==> src/rtl/shmbox_pkg.sv <==
package shmbox_pkg;
  localparam int ADDR_W   = 16;
  localparam int DATA_W   = 32;
  localparam int MAX_MBOX = 8;

  localparam logic [ADDR_W-1:0] LINE_EN_BASE = 16'h0100;
  localparam logic [ADDR_W-1:0] STATUS_ADDR  = 16'h0304;
  localparam logic [ADDR_W-1:0] CAPS_ADDR    = 16'h0380;
  localparam logic [ADDR_W-1:0] MBOX_BASE    = 16'h1000;
  localparam logic [ADDR_W-1:0] MBOX_STRIDE  = 16'h0010;
  localparam logic [ADDR_W-1:0] OCC_IE_OFS   = 16'h0004;
  localparam logic [ADDR_W-1:0] VAC_IE_OFS   = 16'h0008;

  typedef struct packed {
    logic [15:0]         rsvd;
    logic [MAX_MBOX-1:0] occupied;
    logic [MAX_MBOX-1:0] vacant;
  } status_t;
endpackage

==> src/rtl/shmbox_slot.sv <==
module shmbox_slot
  import shmbox_pkg::*;
#(
  parameter int PER_IE = 1
) (
  input  logic              clk,
  input  logic              rst_n,
  input  logic [DATA_W-1:0] wr_data,
  input  logic              wr_box,
  input  logic              wr_occ_ie,
  input  logic              wr_vac_ie,
  output logic [DATA_W-1:0] box_q,
  output logic              occ_o,
  output logic              occ_ie_q,
  output logic              vac_ie_q
);
  logic [DATA_W-1:0] box_d;

  always_comb begin
    box_d = wr_data;
  end

  always_ff @(posedge clk or negedge rst_n) begin
    if (!rst_n)      box_q <= '0;
    else if (wr_box) box_q <= box_d;
  end

  assign occ_o = box_q[DATA_W-1];

  generate
    if (PER_IE != 0) begin : g_ie
      logic occ_ie_d, vac_ie_d;
      always_comb begin
        occ_ie_d = wr_data[0];
        vac_ie_d = wr_data[0];
      end
      always_ff @(posedge clk or negedge rst_n) begin
        if (!rst_n) begin
          occ_ie_q <= 1'b0;
          vac_ie_q <= 1'b0;
        end else begin
          if (wr_occ_ie) occ_ie_q <= occ_ie_d;
          if (wr_vac_ie) vac_ie_q <= vac_ie_d;
        end
      end
    end else begin : g_no_ie
      assign occ_ie_q = 1'b1;
      assign vac_ie_q = 1'b1;
    end
  endgenerate

  AST_DRAIN_CLEARS: assert property (@(posedge clk) disable iff (!rst_n)
    (wr_box && wr_data == '0) |=> (box_q == '0 && !occ_o));
  AST_POST_OCCUPIES: assert property (@(posedge clk) disable iff (!rst_n)
    (wr_box && wr_data[DATA_W-1]) |=> occ_o);
endmodule

==> src/rtl/shmbox_status.sv <==
module shmbox_status
  import shmbox_pkg::*;
#(
  parameter int NUM_MBOX = 8
) (
  input  logic                clk,
  input  logic                rst_n,
  input  logic [NUM_MBOX-1:0] occ,
  input  logic [NUM_MBOX-1:0] occ_ie,
  input  logic [NUM_MBOX-1:0] vac_ie,
  output logic [DATA_W-1:0]   status
);
  status_t st;

  generate
    for (genvar i = 0; i < MAX_MBOX; i++) begin : g_bit
      if (i < NUM_MBOX) begin : g_live
        assign st.occupied[i] = occ[i] & occ_ie[i];
        assign st.vacant[i]   = ~occ[i] & vac_ie[i];
      end else begin : g_pad
        assign st.occupied[i] = 1'b0;
        assign st.vacant[i]   = 1'b0;
      end
    end
  endgenerate

  assign st.rsvd = '0;
  assign status  = st;

  AST_STATUS_EXCL: assert property (@(posedge clk) disable iff (!rst_n)
    (status[7:0] & status[15:8]) == 8'h00);
endmodule

==> src/rtl/shmbox_irq_out.sv <==
module shmbox_irq_out (
  input  logic        clk,
  input  logic        rst_n,
  input  logic        wr_en,
  input  logic [15:0] wr_data,
  input  logic [15:0] status,
  output logic [15:0] en_q,
  output logic        irq
);
  logic [15:0] en_d;

  always_comb begin
    en_d = wr_data;
  end

  always_ff @(posedge clk or negedge rst_n) begin
    if (!rst_n)     en_q <= '0;
    else if (wr_en) en_q <= en_d;
  end

  assign irq = |(status & en_q);

  AST_MASK_OFF_QUIET: assert property (@(posedge clk) disable iff (!rst_n)
    (wr_en && wr_data == 16'h0000) |=> !irq);
endmodule

==> src/rtl/shmbox_irq_ctrl.sv <==
module shmbox_irq_ctrl
  import shmbox_pkg::*;
#(
  parameter int NUM_MBOX    = 8,
  parameter int NUM_OUT     = 4,
  parameter int PER_MBOX_IE = 1,
  parameter int NUM_SS      = 4,
  parameter int NUM_AS      = 8,
  parameter int NUM_DB      = 9
) (
  input  logic               clk,
  input  logic               rst_n,
  input  logic [15:0]        bus_addr,
  input  logic               bus_wr,
  input  logic [31:0]        bus_wdata,
  output logic [31:0]        bus_rdata,
  output logic [NUM_OUT-1:0] irq_o
);
  localparam logic [DATA_W-1:0] CAPS_WORD = {12'h000, 4'(NUM_OUT), 4'(NUM_DB),
                                             4'(NUM_AS), 4'(NUM_SS), 4'(NUM_MBOX)};

  logic [1:0] rst_pipe;
  logic       srst_n;

  always_ff @(posedge clk or negedge rst_n) begin
    if (!rst_n) rst_pipe <= 2'b00;
    else        rst_pipe <= {rst_pipe[0], 1'b1};
  end
  assign srst_n = rst_pipe[1];

  logic [DATA_W-1:0]   box_q [NUM_MBOX];
  logic [NUM_MBOX-1:0] occ, occ_ie, vac_ie;
  logic [NUM_MBOX-1:0] sel_box, sel_occ_ie, sel_vac_ie;
  logic [NUM_OUT-1:0]  sel_en;
  logic [15:0]         en_q [NUM_OUT];
  logic [DATA_W-1:0]   status;
  logic [DATA_W-1:0]   rdata_d;

  generate
    for (genvar i = 0; i < NUM_MBOX; i++) begin : g_slot
      localparam logic [ADDR_W-1:0] BASE = MBOX_BASE + ADDR_W'(i) * MBOX_STRIDE;
      assign sel_box[i]    = (bus_addr == BASE);
      assign sel_occ_ie[i] = (bus_addr == BASE + OCC_IE_OFS);
      assign sel_vac_ie[i] = (bus_addr == BASE + VAC_IE_OFS);

      shmbox_slot #(.PER_IE(PER_MBOX_IE)) u_slot (
        .clk       (clk),
        .rst_n     (srst_n),
        .wr_data   (bus_wdata),
        .wr_box    (bus_wr & sel_box[i]),
        .wr_occ_ie (bus_wr & sel_occ_ie[i]),
        .wr_vac_ie (bus_wr & sel_vac_ie[i]),
        .box_q     (box_q[i]),
        .occ_o     (occ[i]),
        .occ_ie_q  (occ_ie[i]),
        .vac_ie_q  (vac_ie[i])
      );
    end
  endgenerate

  shmbox_status #(.NUM_MBOX(NUM_MBOX)) u_status (
    .clk    (clk),
    .rst_n  (srst_n),
    .occ    (occ),
    .occ_ie (occ_ie),
    .vac_ie (vac_ie),
    .status (status)
  );

  generate
    for (genvar j = 0; j < NUM_OUT; j++) begin : g_line
      assign sel_en[j] = (bus_addr == LINE_EN_BASE + ADDR_W'(4 * j));

      shmbox_irq_out u_line (
        .clk     (clk),
        .rst_n   (srst_n),
        .wr_en   (bus_wr & sel_en[j]),
        .wr_data (bus_wdata[15:0]),
        .status  (status[15:0]),
        .en_q    (en_q[j]),
        .irq     (irq_o[j])
      );
    end
  endgenerate

  always_comb begin
    rdata_d = '0;
    if (bus_addr == STATUS_ADDR) rdata_d = status;
    if (bus_addr == CAPS_ADDR)   rdata_d = CAPS_WORD;
    for (int j = 0; j < NUM_OUT; j++) begin
      if (sel_en[j]) rdata_d = {16'h0000, en_q[j]};
    end
    for (int i = 0; i < NUM_MBOX; i++) begin
      if (sel_box[i]) rdata_d = box_q[i];
      if (sel_occ_ie[i] && PER_MBOX_IE != 0) rdata_d = {31'd0, occ_ie[i]};
      if (sel_vac_ie[i] && PER_MBOX_IE != 0) rdata_d = {31'd0, vac_ie[i]};
    end
  end

  always_ff @(posedge clk or negedge srst_n) begin
    if (!srst_n) bus_rdata <= '0;
    else         bus_rdata <= rdata_d;
  end

  AST_CAPS_FIXED: assert property (@(posedge clk) disable iff (!srst_n)
    (bus_addr == CAPS_ADDR && !bus_wr) |=> (bus_rdata == CAPS_WORD));
endmodule

==> config.mk <==
export PLATFORM = sky130hd
export DESIGN_NAME = shmbox_irq_ctrl
export DESIGN_NICKNAME = d
export VERILOG_FILES = /design/src/rtl/shmbox_pkg.sv /design/src/rtl/shmbox_slot.sv /design/src/rtl/shmbox_status.sv /design/src/rtl/shmbox_irq_out.sv /design/src/rtl/shmbox_irq_ctrl.sv
export SDC_FILE = /design/constraint.sdc
export NUM_CORES = 1
export LEC_CHECK = 0
export BUFFER_PORTS_ARGS = -buffer_cell sky130_fd_sc_hd__clkbuf_2
export CORE_UTILIZATION = 45
export CTS_BUF_LIST = sky130_fd_sc_hd__clkbuf_2 sky130_fd_sc_hd__clkbuf_4 sky130_fd_sc_hd__clkbuf_8
export DETAILED_ROUTE_END_ITERATION = 10
export PLACE_DENSITY = 0.63
export SLEW_MARGIN = 15
export SYNTH_ARGS = -nofsm -noshare
export SYNTH_HDL_FRONTEND = slang
export SYNTH_HIERARCHICAL = 1
export SYNTH_SLANG_ARGS = --single-unit
export TNS_END_PERCENT = 50
==> constraint.sdc <==
create_clock -name clk -period 13.19 [get_ports clk]
set_input_delay 1.319 -clock clk [delete_from_list [all_inputs] [get_ports clk]]
set_output_delay 1.319 -clock clk [all_outputs]
set_load 0.02 [all_outputs]
# Word level (Yosys, flattened, before mapping)

Index checks and enable logic that the tools add are counted.

Equal/unequal tests: 30
Reductions and logical operators: 4
Multiplexer cells: 30
Bitwise operators: 56

Operator list:

| cell                                                  | number |
|---|---|
| two-way mux 32 bit                                    | 24 |
| equality test 16 x 13 -> 1 bit, second input constant | 24 |
| two-way mux 19 bit                                    | 5 |
| bitwise AND 16 bit                                    | 4 |
| equality test 16 x 9 -> 1 bit, second input constant  | 4 |
| OR reduction 16 bit                                   | 4 |
| bitwise AND 1 bit                                     | 44 |
| equality test 16 x 10 -> 1 bit, second input constant | 2 |
| two-way mux 16 bit                                    | 1 |
| inverter 1 bit                                        | 8 |

Bits of input ports: 51
Register bits after elaboration: 370
Word-level logic and storage cells: 150

# Logic depth before layout (Yosys ltp)

Gate-level depths: netlist (run 1).

Depth in word-level cells: 32
Mapped depth: 11

# By module

The synthesis (run 1) kept the hierarchy.

By module, submodules not included:

| module          | cells each | area an instance (µm²) | seq. area each (µm²) | times used |
|---|---|---|---|---|
| shmbox_slot     | 73         | 1425.1                 | 850.8                | 8 |
| shmbox_irq_ctrl | 475        | 3707.3                 | 850.8                | 1 |
| shmbox_irq_out  | 43         | 725.7                  | 400.4                | 4 |
| shmbox_status   | 33         | 224.0                  | 0.0                  | 1 |

# Worst setup path before layout (run 1)

Ideal clock, no wire load.

Kind: input to register
Start point: in bus_addr[15]
End point: reg g_slot[6].u_slot.box_q[0]
Library setup time: 0.125 ns
Arrival: 3.664 ns
Cell stages on the path: 10
Buffers on the path: 5
Data required time: 13.065 ns
Slack: 9.400 ns
Path through: or4_1 -> buf_2 -> or3b_1 -> buf_2 -> or2_1 -> buf_2 -> nor4_1 -> buf_6 -> buf_12 -> mux2_4

Longest elaborated chain between the ends: 2

RTL lines:

| what                           | RTL line              | text |
|---|---|---|
| start, declared                | shmbox_irq_ctrl.sv:13 | `input logic [15:0] bus_addr,` |
| equality test 16 x 13 -> 1 bit | shmbox_irq_ctrl.sv:42 | `assign sel_box[i] = (bus_addr == BASE);` |
| bitwise AND 1 bit              | shmbox_irq_ctrl.sv:50 | `.wr_box (bus_wr & sel_box[i]),` |
| end signal, assigned           | shmbox_slot.sv:25     | `else if (wr_box) box_q <= box_d;` |
| end, declared                  | shmbox_slot.sv:12     | `output logic [DATA_W-1:0] box_q,` |

Every way passes these cells.
A chain may end at the register's enable or synchronous reset.

# Worst setup path in the final report (run 1)

Start point: in bus_addr[3]
End point: reg g_line[2].u_line.en_q[15]

Longest elaborated chain between the ends: 2

RTL lines:

| what                          | RTL line              | text |
|---|---|---|
| equality test 16 x 9 -> 1 bit | shmbox_irq_ctrl.sv:72 | `assign sel_en[j] = (bus_addr == LINE_EN_BASE + ADDR_W'(4 * j));` |
| bitwise AND 1 bit             | shmbox_irq_ctrl.sv:77 | `.wr_en (bus_wr & sel_en[j]),` |
| end signal, assigned          | shmbox_irq_out.sv:18  | `else if (wr_en) en_q <= en_d;` |
| end, declared                 | shmbox_irq_out.sv:7   | `output logic [15:0] en_q,` |

Every way passes these cells.

==> results of run 1 <==
[layout by cell type (no fill, tap or decap), drive strengths merged, types with 11 or more instances in the layout]
cell and instances:
a21oi 16, a221oi 59, a22o 50, a22oi 48, buf 25, clkbuf 189
conb 17, dfrtp 370, mux2 338, nand2 40, nand3 19, nand4 24
nor2 36, nor2b 20, nor3 13, nor4 14, o2111ai 11, o22ai 14
[how the worst max path moves through the flow]
stage,startpoint,to,slack (ps),cells past startpoint
after floorplan,rst_pipe[1],bus_rdata[0],2110,0
after global placement,bus_addr[3],g_line[2].u_line/en_q[14],8110,6
after detailed placement,bus_addr[3],g_line[2].u_line/en_q[14],8100,6
after CTS,bus_addr[3],g_line[2].u_line/en_q[2],8720,6
after global routing,bus_addr[3],g_line[2].u_line/en_q[15],8370,6
final,bus_addr[3],g_line[2].u_line/en_q[15],8520,6
[sequential cells by signal, indices dropped and copies added (netlist names)]
| signal | cells |
|---|---|
| rst_pipe | 2 |
| g_slot.u_slot/occ_ie_q | 8 |
| g_slot.u_slot/vac_ie_q | 8 |
| g_slot.u_slot/box_q | 256 |
| bus_rdata | 32 |
| g_line.u_line/en_q | 64 |
[logic make-up after synthesis]
logic type             synth area share [%]
AND/OR/NAND/NOR                        6.04
flip-flops                             50.8
AO/OA/AOI/OAI                          10.1
multiplexers                           27.0
XOR/XNOR                             0.0480
buffers and inverters                  6.07
other                                0.0412
[worst max-delay path, delay by kind of cell]
family,cells,cell delay (ps)
AND/OR/NAND/NOR,4,3250
multiplexers,1,420
buffers and inverters,1,140
[routing by layer]
layer / vias up / global-route usage, %
met2: 426 / 33.6
met5: - / 0
li1: 4915 / -
met1: 5881 / 35.1
met4: 2 / 9.45
met3: 117 / 5.02
[layout make-up]
type / count / share of cell area, %
Sequential cell: 370 / 46.4
Tap cell: 525 / 3.29
Inverter: 2 / 0.0376
Timing Repair Buffer: 111 / 3.10
Multi-Input combinational cell: 793 / 40.4
Clock buffer: 103 / 6.35
Clock inverter: 11 / 0.470
[report_power, final]
group	internal [mW]	switching [mW]
Clock	0.631	0.484
Sequential	1.14	0.00441
Combinational	0.0112	0.0502
==> run_results.csv, run 1 <==
group,metric,value,unit
global_routing,antenna_found_initial,1,
sta,hold_viol_final,0,
synthesis,ys.flop_type,"dfrtp_1",
critical_path,cp-end-kind,"register",
critical_path,r2r-end,"g_slot[2].u_slot/box_q[8]",
placement,pre_cts_slack,8100,ps
clocking,root_buffer,"clkbuf_8",
detailed_routing,wl_per_cell,25.0,um
final_layout,multiInputGateArea,8060,sq um
synthesis,synth-seq-cells,370,
synthesis,synth_commonest_cells,"dfrtp_1 (370), mux2_4 (280), a221oi_1 (59)",
synthesis,yosysWarnings,6,
detailed_routing,drc,0,
final_layout,n_antenna_cell,0,
die,die_y,203,um
clocking,h-tree-depth,3,
detailed_routing,route.met2.wl,20.7,mm
critical_path,critPathMaxFanout,16,
placement,placedCellCount,1801,
synthesis,synthTopCellsByArea,"dfrtp_1 (51%), mux2_4 (23%), mux2_2 (3.6%)",
sta,tns,0,ps
synthesis,syn_inst,1264,
sta,worst_slack,8520,ps
synthesis,netlist_area,18200,sq um
sta,holdWs,343,ps
clocking,holdBufCountCts,0,
placement,place_hpwl,29.1,mm
detailed_routing,topRoutingLayerUsed,"met5",
detailed_routing,vias,11341,
die,die-area,41300,sq um
final_layout,fin_util,50.1,%
clocking,clockBufferDepth,3,
synthesis,yosysTopAreaCell,"dfrtp_1",
job,maxCapViolCount,0,
sta,worstMarginPinSlew,1190,ps
worst_hold_path,min_to,"rst_pipe[1]",
clocking,cts_buffers,67,
critical_path,worstPathCellList,"clkbuf_2 -> nor3b_1 -> nor2b_1 -> nand3_1 -> nor2_2 -> mux2_2",
clocking,post_cts_buffers,0,
worst_hold_path,hold_start,"rst_pipe[0]",
detailed_routing,firstDrtPassIters,7,
global_routing,grt_use_total,23.7,%
critical_path,startpoint_type,"input port",
critical_path,worst_path_max_delay_cell,"nor2_2",
power_and_ir_drop,ir_worst_vdd,74.4,uV
die,rows,73,
power_and_ir_drop,power.density,116,nW/um^2
synthesis,syn_avg_cell_area,14.4,sq um
critical_path,slowest_delay,1090,ps
sta,setup_viol,0,
detailed_routing,drt_iter0_drc,953,
critical_path,crit_type,"input port to register",
power_and_ir_drop,leakagePower,9.48,nW
final_layout,stdcell_count,1915,
run_status,status,"finished clean",
synthesis,synth-edff-count,0,
final_layout,num-nets-final,1396,
die,core-area,39800,sq um
critical_path,reg2reg_slack,10220,ps
sta,period_share,35.4,%
placement,port_buffers,86,
sta,final.min_clock_period,4670,ps
detailed_routing,viasPerCell,5.92,
final_layout,regArea,9260,sq um
synthesis,ys_seq_area_share,50.8,%
clocking,cts_resized,0,
critical_path,r2r_start,"rst_pipe[1]",
sta,slew_violations,0,
final_layout,fillers,3494,
worst_hold_path,hold_path.class,"register to register",
clocking,path_clk_slew,50,ps
sta,max_freq,214,MHz
detailed_routing,wl_met3,3.20,mm
global_routing,overflow,0,
placement,gp_congestion,0.921,
die,die_x,203,um
worst_hold_path,min_path_cells,0,
clocking,clock_latency,610,ps
critical_path,crit_required,13670,ps
global_routing,grt_pass1_vias,11654,
clocking,cts_tree,"built",
clocking,cts.sinks,370,
global_routing,grt_pass1_wl,73.7,mm
die,io_pins,87,
detailed_routing,wl_met1,22.3,mm
sta,clock-skew-final,21.5,ps
critical_path,r2r_cells,2,
detailed_routing,drtAntennaViolNets,0,
die,initial_core_util,45.8,%
synthesis,ys_types,55,
sta,relSlewSlack,20.5,%
power_and_ir_drop,total_power,2.32,mW
final_layout,layout-drive-gt1-share,42.6,%
synthesis,synthArstFlopShare,100,%
synthesis,synth_top_area_share,50.8,%
placement,place_area,18600,sq um
detailed_routing,wirelength,47.9,mm
synthesis,synth.most_common_cell,"dfrtp_1",
final_layout,fin_area,20000,sq um
critical_path,arrival,5150,ps
sta,rsz0062_at_grt,"no",
global_routing,grt_start_max_net_pins,83,
final_layout,area_growth,9.50,%
Note: power is estimated with default switching activity, not from simulation.
==> run 2: changes to the inputs <==
Settings changed: PLACE_DENSITY 0.63 to 0.66.
Clock period 13.19 ns to 4 ns, I/O delays scaled along.
==> run_results.csv, run 2 (same netlist as run 1, synthesis figures left out) <==
group,metric,value,unit
run_status,status,"finished clean",
detailed_routing,wl_met1,21.5,mm
clocking,root_buffer,"clkbuf_8",
critical_path,arrival,2420,ps
clocking,cts.sinks,370,
clocking,post_cts_buffers,0,
critical_path,critical-path-top-delay-family,"compound AO/OA/AOI/OAI gates",
detailed_routing,vias,11385,
final_layout,area_growth,10.5,%
critical_path,slowest_delay,430,ps
critical_path,critPathBufInv,1,
detailed_routing,wl_met3,3.14,mm
worst_hold_path,hold_path.class,"input port to register",
final_layout,layout-drive-gt1-share,42.6,%
placement,gp_congestion,0.932,
sta,relSlewSlack,37.9,%
final_layout,regMostFlops,"g_slot.u_slot/box_q",
power_and_ir_drop,leakagePower,9.52,nW
die,core-area,39800,sq um
job,maxCapViolCount,0,
sta,clock-skew-final,29.7,ps
detailed_routing,wirelength,46.8,mm
detailed_routing,viasPerCell,5.92,
sta,period_share,70.6,%
power_and_ir_drop,ir_worst_vdd,240,uV
sta,worstMarginPinSlew,919,ps
global_routing,grt_start_max_net_pins,79,
final_layout,layout_commonest_cell,"dfrtp_1",
critical_path,worstPathCellList,"and2_1 -> a22o_1 -> a221oi_1 -> nand4_1 -> clkbuf_2",
final_layout,largest_reg_flops,256,
global_routing,grt_pass1_vias,11953,
final_layout,num-nets-final,1402,
detailed_routing,drt_iter0_drc,948,
sta,final.min_clock_period,2820,ps
detailed_routing,wl_per_cell,24.3,um
die,initial_core_util,45.8,%
final_layout,fin_util,50.6,%
die,die_x,203,um
critical_path,crit_type,"register to output port",
detailed_routing,topRoutingLayerUsed,"met4",
sta,slew_violations,0,
detailed_routing,route.met2.wl,20.6,mm
final_layout,fillers,3430,
die,io_pins,87,
detailed_routing,drtAntennaViolNets,0,
global_routing,antenna_found_initial,1,
placement,place_hpwl,29.0,mm
global_routing,overflow,0,
clocking,clockBufferDepth,3,
sta,hold_viol_final,0,
die,die-area,41300,sq um
critical_path,crit_required,3600,ps
clocking,cts_buffers,59,
clocking,cts_tree,"built",
clocking,clock_latency,670,ps
sta,rsz0062_at_grt,"no",
final_layout,final_cell_mix,"dfrtp_1 (369), mux2_4 (280), clkbuf_2 (86), clkbuf_8 (75), a221oi_1 (59)",
critical_path,worst_path_max_delay_cell,"dfrtp_1",
global_routing,grt_use_total,23.2,%
final_layout,top_regs,"g_slot.u_slot/box_q: 256 flops, g_line.u_line/en_q: 64 flops, bus_rdata: 32 flops",
detailed_routing,drc,0,
clocking,path_clk_slew,60,ps
detailed_routing,firstDrtPassIters,5,
sta,setup_viol,0,
global_routing,grt_pass1_wl,73.5,mm
critical_path,startpoint_type,"register",
placement,port_buffers,86,
critical_path,critPathMaxFanout,5,
die,die_y,203,um
critical_path,cp-end-kind,"output port",
clocking,h-tree-depth,2,
sta,max_freq,354,MHz
die,rows,73,
sta,holdWs,80.6,ps
sta,tns,0,ps
power_and_ir_drop,power.density,372,nW/um^2
[run 2: changes by cell type in the layout (fill, tap and decap cells not counted), sizes merged]
cell,delta
buf,+12
clkbuf,-9
clkinv,+3
clkinvlp,+2
dlygate4sd3,+2
inv,-2
diode,+1
[run 2: layout make-up]
class                           count  area (sq um)  share of cell area (%)
Timing Repair Buffer              125           891                    4.42
Tap cell                          525           657                    3.26
Sequential cell                   370          9260                    46.0
Antenna cell                        1          2.50                  0.0124
Clock buffer                       94          1170                    5.83
Inverter                            2          7.51                  0.0373
Clock inverter                     14           115                   0.571
Multi-Input combinational cell    793          8030                    39.9
[run 2: timing repair]
action / CTS / global route
hold buffers: 2 / 0
resized for setup: 0 / 0
hold endpoints to repair: 2 / 0
endpoints found under the setup margin: 0 / 0
[run 2: worst paths after layout]
path	to	cells past startpoint	slack, ps	startpoint
hold reg to reg	rst_pipe[1]	0	350	rst_pipe[0]
min in group asynchronous	g_slot[0].u_slot/box_q[29]	0	380	rst_pipe[1]
hold / removal	g_slot[6].u_slot/box_q[29]	2	80	bus_wdata[29]
setup / recovery	irq_o[3]	5	1180	g_slot[4].u_slot/box_q[31]
setup reg to reg	bus_rdata[0]	7	1880	g_slot[0].u_slot/box_q[31]
max in group asynchronous	g_slot[1].u_slot/box_q[25]	1	2590	rst_pipe[1]
[run 2: layer usage]
metal,GRT usage [%],vias up
li1,-,4921
met1,33.5,5933
met2,34.0,421
met3,4.65,110
met4,9.29,0
met5,0,-
[run 2: where the power goes]
| group | internal, mW | switching [mW] | leakage [nW] |
|---|---|---|---|
| Sequential | 3.75 | 0.0114 | 5.17 |
| Clock | 1.93 | 1.59 | 0.688 |
| Combinational | 0.0463 | 0.169 | 3.66 |
[run 2: metrics by stage]
| step | total power, mW | cell area (sq um) | setup WS (ps) | std cells |
|---|---|---|---|---|
| after global routing | 7.75 | 20100 | 1120 | 1924 |
| after global placement | 4.04 | 18800 | 732 | 1813 |
| final | 7.49 | 20100 | 1180 | 1924 |
| after floorplan | 3.92 | 18300 | 353 | 1279 |
| after CTS | 7.57 | 20100 | 1150 | 1923 |
| after detailed placement | 4.04 | 18800 | 672 | 1813 |
[run 2: worst register-to-register path: stages, from the launching register on]
cell and delay (ps):
dfrtp_1 430, nor2b_1 380, nand2b_1 170, a22oi_1 80, o311ai_1 330, a22oi_1 140, o2111ai_1 270, a32o_1 240
==> run 3: changes to the inputs <==
Settings changed: PLACE_DENSITY 0.66 to 0.63.
Clock period 4 ns to 2.6 ns, I/O delays scaled along.
==> run_results.csv, run 3 (same netlist as run 1, synthesis figures left out) <==
group,metric,value,unit
run_status,status,"finished clean",
power_and_ir_drop,power.internal,8.95,mW
detailed_routing,vias,11709,
critical_path,crit_type,"register to output port",
global_routing,grt_util_met3,3.68,%
die,die_y,203,um
final_layout,stdcell_count,2028,
sta,clock-skew-final,16.7,ps
sta,max_freq,395,MHz
placement,gp_congestion,0.907,
placement,place_area,19800,sq um
die,rows,73,
final_layout,top_regs,"g_slot.u_slot/box_q: 256 flops, g_line.u_line/en_q: 64 flops, bus_rdata: 32 flops",
clocking,clock_latency,650,ps
global_routing,grt_pass1_vias,12185,
clocking,cts_tree,"built",
sta,period_share,97.5,%
die,die-area,41300,sq um
critical_path,cp-end-kind,"output port",
clocking,clockBufferDepth,3,
final_layout,multiInputGateArea,8070,sq um
clocking,cts.sinks,370,
power_and_ir_drop,p_sw,2.70,mW
detailed_routing,drt_iter0_drc,893,
global_routing,grt_use_total,23.8,%
placement,placedCellCount,1898,
placement,port_buffers,86,
power_and_ir_drop,p_clk_share,47.1,%
sta,worst_slack,65.6,ps
final_layout,fillers,3372,
critical_path,critPathMaxFanout,5,
power_and_ir_drop,ir_worst_vdd,349,uV
detailed_routing,wl_per_cell,23.9,um
power_and_ir_drop,power.density,547,nW/um^2
clocking,path_clk_slew,70,ps
power_and_ir_drop,power_frac_seq,49.5,%
power_and_ir_drop,leakagePower,10.1,nW
die,initial_core_util,45.8,%
sta,holdWs,40.5,ps
critical_path,crit_required,2340,ps
final_layout,layout_commonest_cell,"dfrtp_1",
global_routing,grt_start_max_net_pins,114,
detailed_routing,viasPerCell,5.77,
power_and_ir_drop,sw_frac_of_total,23.2,%
global_routing,use_met2,34.9,%
die,die_x,203,um
die,io_pins,87,
detailed_routing,drtAntennaViolNets,0,
clocking,root_buffer,"clkbuf_8",
worst_hold_path,hold_path.class,"input port to register",
sta,slew_violations,0,
final_layout,final_cell_mix,"dfrtp_1 (369), mux2_4 (280), clkbuf_2 (86), buf_4 (85), clkbuf_8 (75)",
sta,setup_viol,0,
final_layout,area_growth,16.8,%
sta,worstMarginPinSlew,739,ps
final_layout,fin_area,21300,sq um
job,maxCapViolCount,0,
final_layout,regArea,9260,sq um
detailed_routing,drc,0,
sta,relSlewSlack,50.7,%
power_and_ir_drop,total_power,11.7,mW
sta,rsz0062_at_grt,"yes",
global_routing,grtUsageMet1,35.1,%
critical_path,arrival,2270,ps
placement,pre_cts_slack,-225,ps
critical_path,startpoint_type,"register",
final_layout,largest_reg_flops,256,
global_routing,busiest_layer,"met1",
die,core-area,39800,sq um
clocking,cts_buffers,61,
placement,place_hpwl,32.8,mm
clocking,h-tree-depth,2,
sta,hold_viol_final,0,
global_routing,antenna_found_initial,1,
detailed_routing,wirelength,48.4,mm
detailed_routing,firstDrtPassIters,5,
sta,final.min_clock_period,2530,ps
final_layout,num-nets-final,1503,
power_and_ir_drop,power_frac_comb,3.4,%
global_routing,grt_pass1_wl,75.2,mm
final_layout,regMostFlops,"g_slot.u_slot/box_q",
clocking,post_cts_buffers,0,
final_layout,layout-drive-gt1-share,46.2,%
global_routing,overflow,0,
run 3: cell count changes in the layout (fill, tap and decap cells not counted), sizes merged:
cell         delta
inv             +1
clkinvlp        -2
dlygate4sd3    +14
diode           +1
clkinv          -3
buf            +85
clkbuf          +8
run 3: final timing paths:
| kind | startpoint | to | slack [ps] | cells after the start |
|---|---|---|---|---|
| max in group asynchronous | rst_pipe[1] | g_slot[7].u_slot/box_q[10] | 1460 | 2 |
| setup / recovery | g_slot[0].u_slot/box_q[31] | irq_o[1] | 70 | 5 |
| hold reg to reg | rst_pipe[1] | g_slot[7].u_slot/box_q[28] | 210 | 0 |
| hold / removal | bus_wdata[20] | g_slot[5].u_slot/box_q[20] | 40 | 2 |
| min in group asynchronous | rst_pipe[1] | g_slot[7].u_slot/box_q[28] | 210 | 0 |
| setup reg to reg | g_slot[0].u_slot/box_q[31] | bus_rdata[0] | 660 | 7 |
run 3: power groups by stage:
stage               sequential [mW]  clock (mW)  combinational, mW
global placement               5.88           0              0.371
finish                         5.77        5.49              0.393
CTS                            5.77        5.61              0.398
floorplan                      5.95           0             0.0792
detailed placement             5.88           0              0.377
global route                   5.77        5.87              0.432
run 3: per-layer routing:
layer	vias up	part of all wire (%)
li1	5152	-
met1	6050	47
met2	399	44
met3	108	5.1
met4	0	3.7
met5	-	0
run 3: timing repair:
item,in CTS,in global routing
endpoints found under the hold margin,112,0
resized for setup,4,3
cloned,0,0
hold buffers,16,0
setup endpoints to repair,4,3
pin swaps,0,3
run 3: worst max-delay path, cell delays in order, from the launching register on:
cell,delay (ps)
dfrtp_1,440
and2_2,290
a22o_1,270
a221oi_2,230
nand4_1,200
clkbuf_2,200
run 3: per-stage QoR:
stage                     utilization, %  TNS (ps)
after floorplan                        -   -393110
after global placement              49.7    -10960
after detailed placement            49.7    -18330
after CTS                           53.4     -33.9
after global routing                53.5     -20.5
final                               53.5         0
run 3: cell type report:
| cell class | instances | area share [%] |
|---|---|---|
| Timing Repair Buffer | 224 | 9.25 |
| Clock inverter | 10 | 0.400 |
| Inverter | 2 | 0.0353 |
| Multi-Input combinational cell | 793 | 37.9 |
| Sequential cell | 370 | 43.5 |
| Tap cell | 525 | 3.08 |
| Clock buffer | 102 | 5.80 |
| Antenna cell | 2 | 0.0235 |
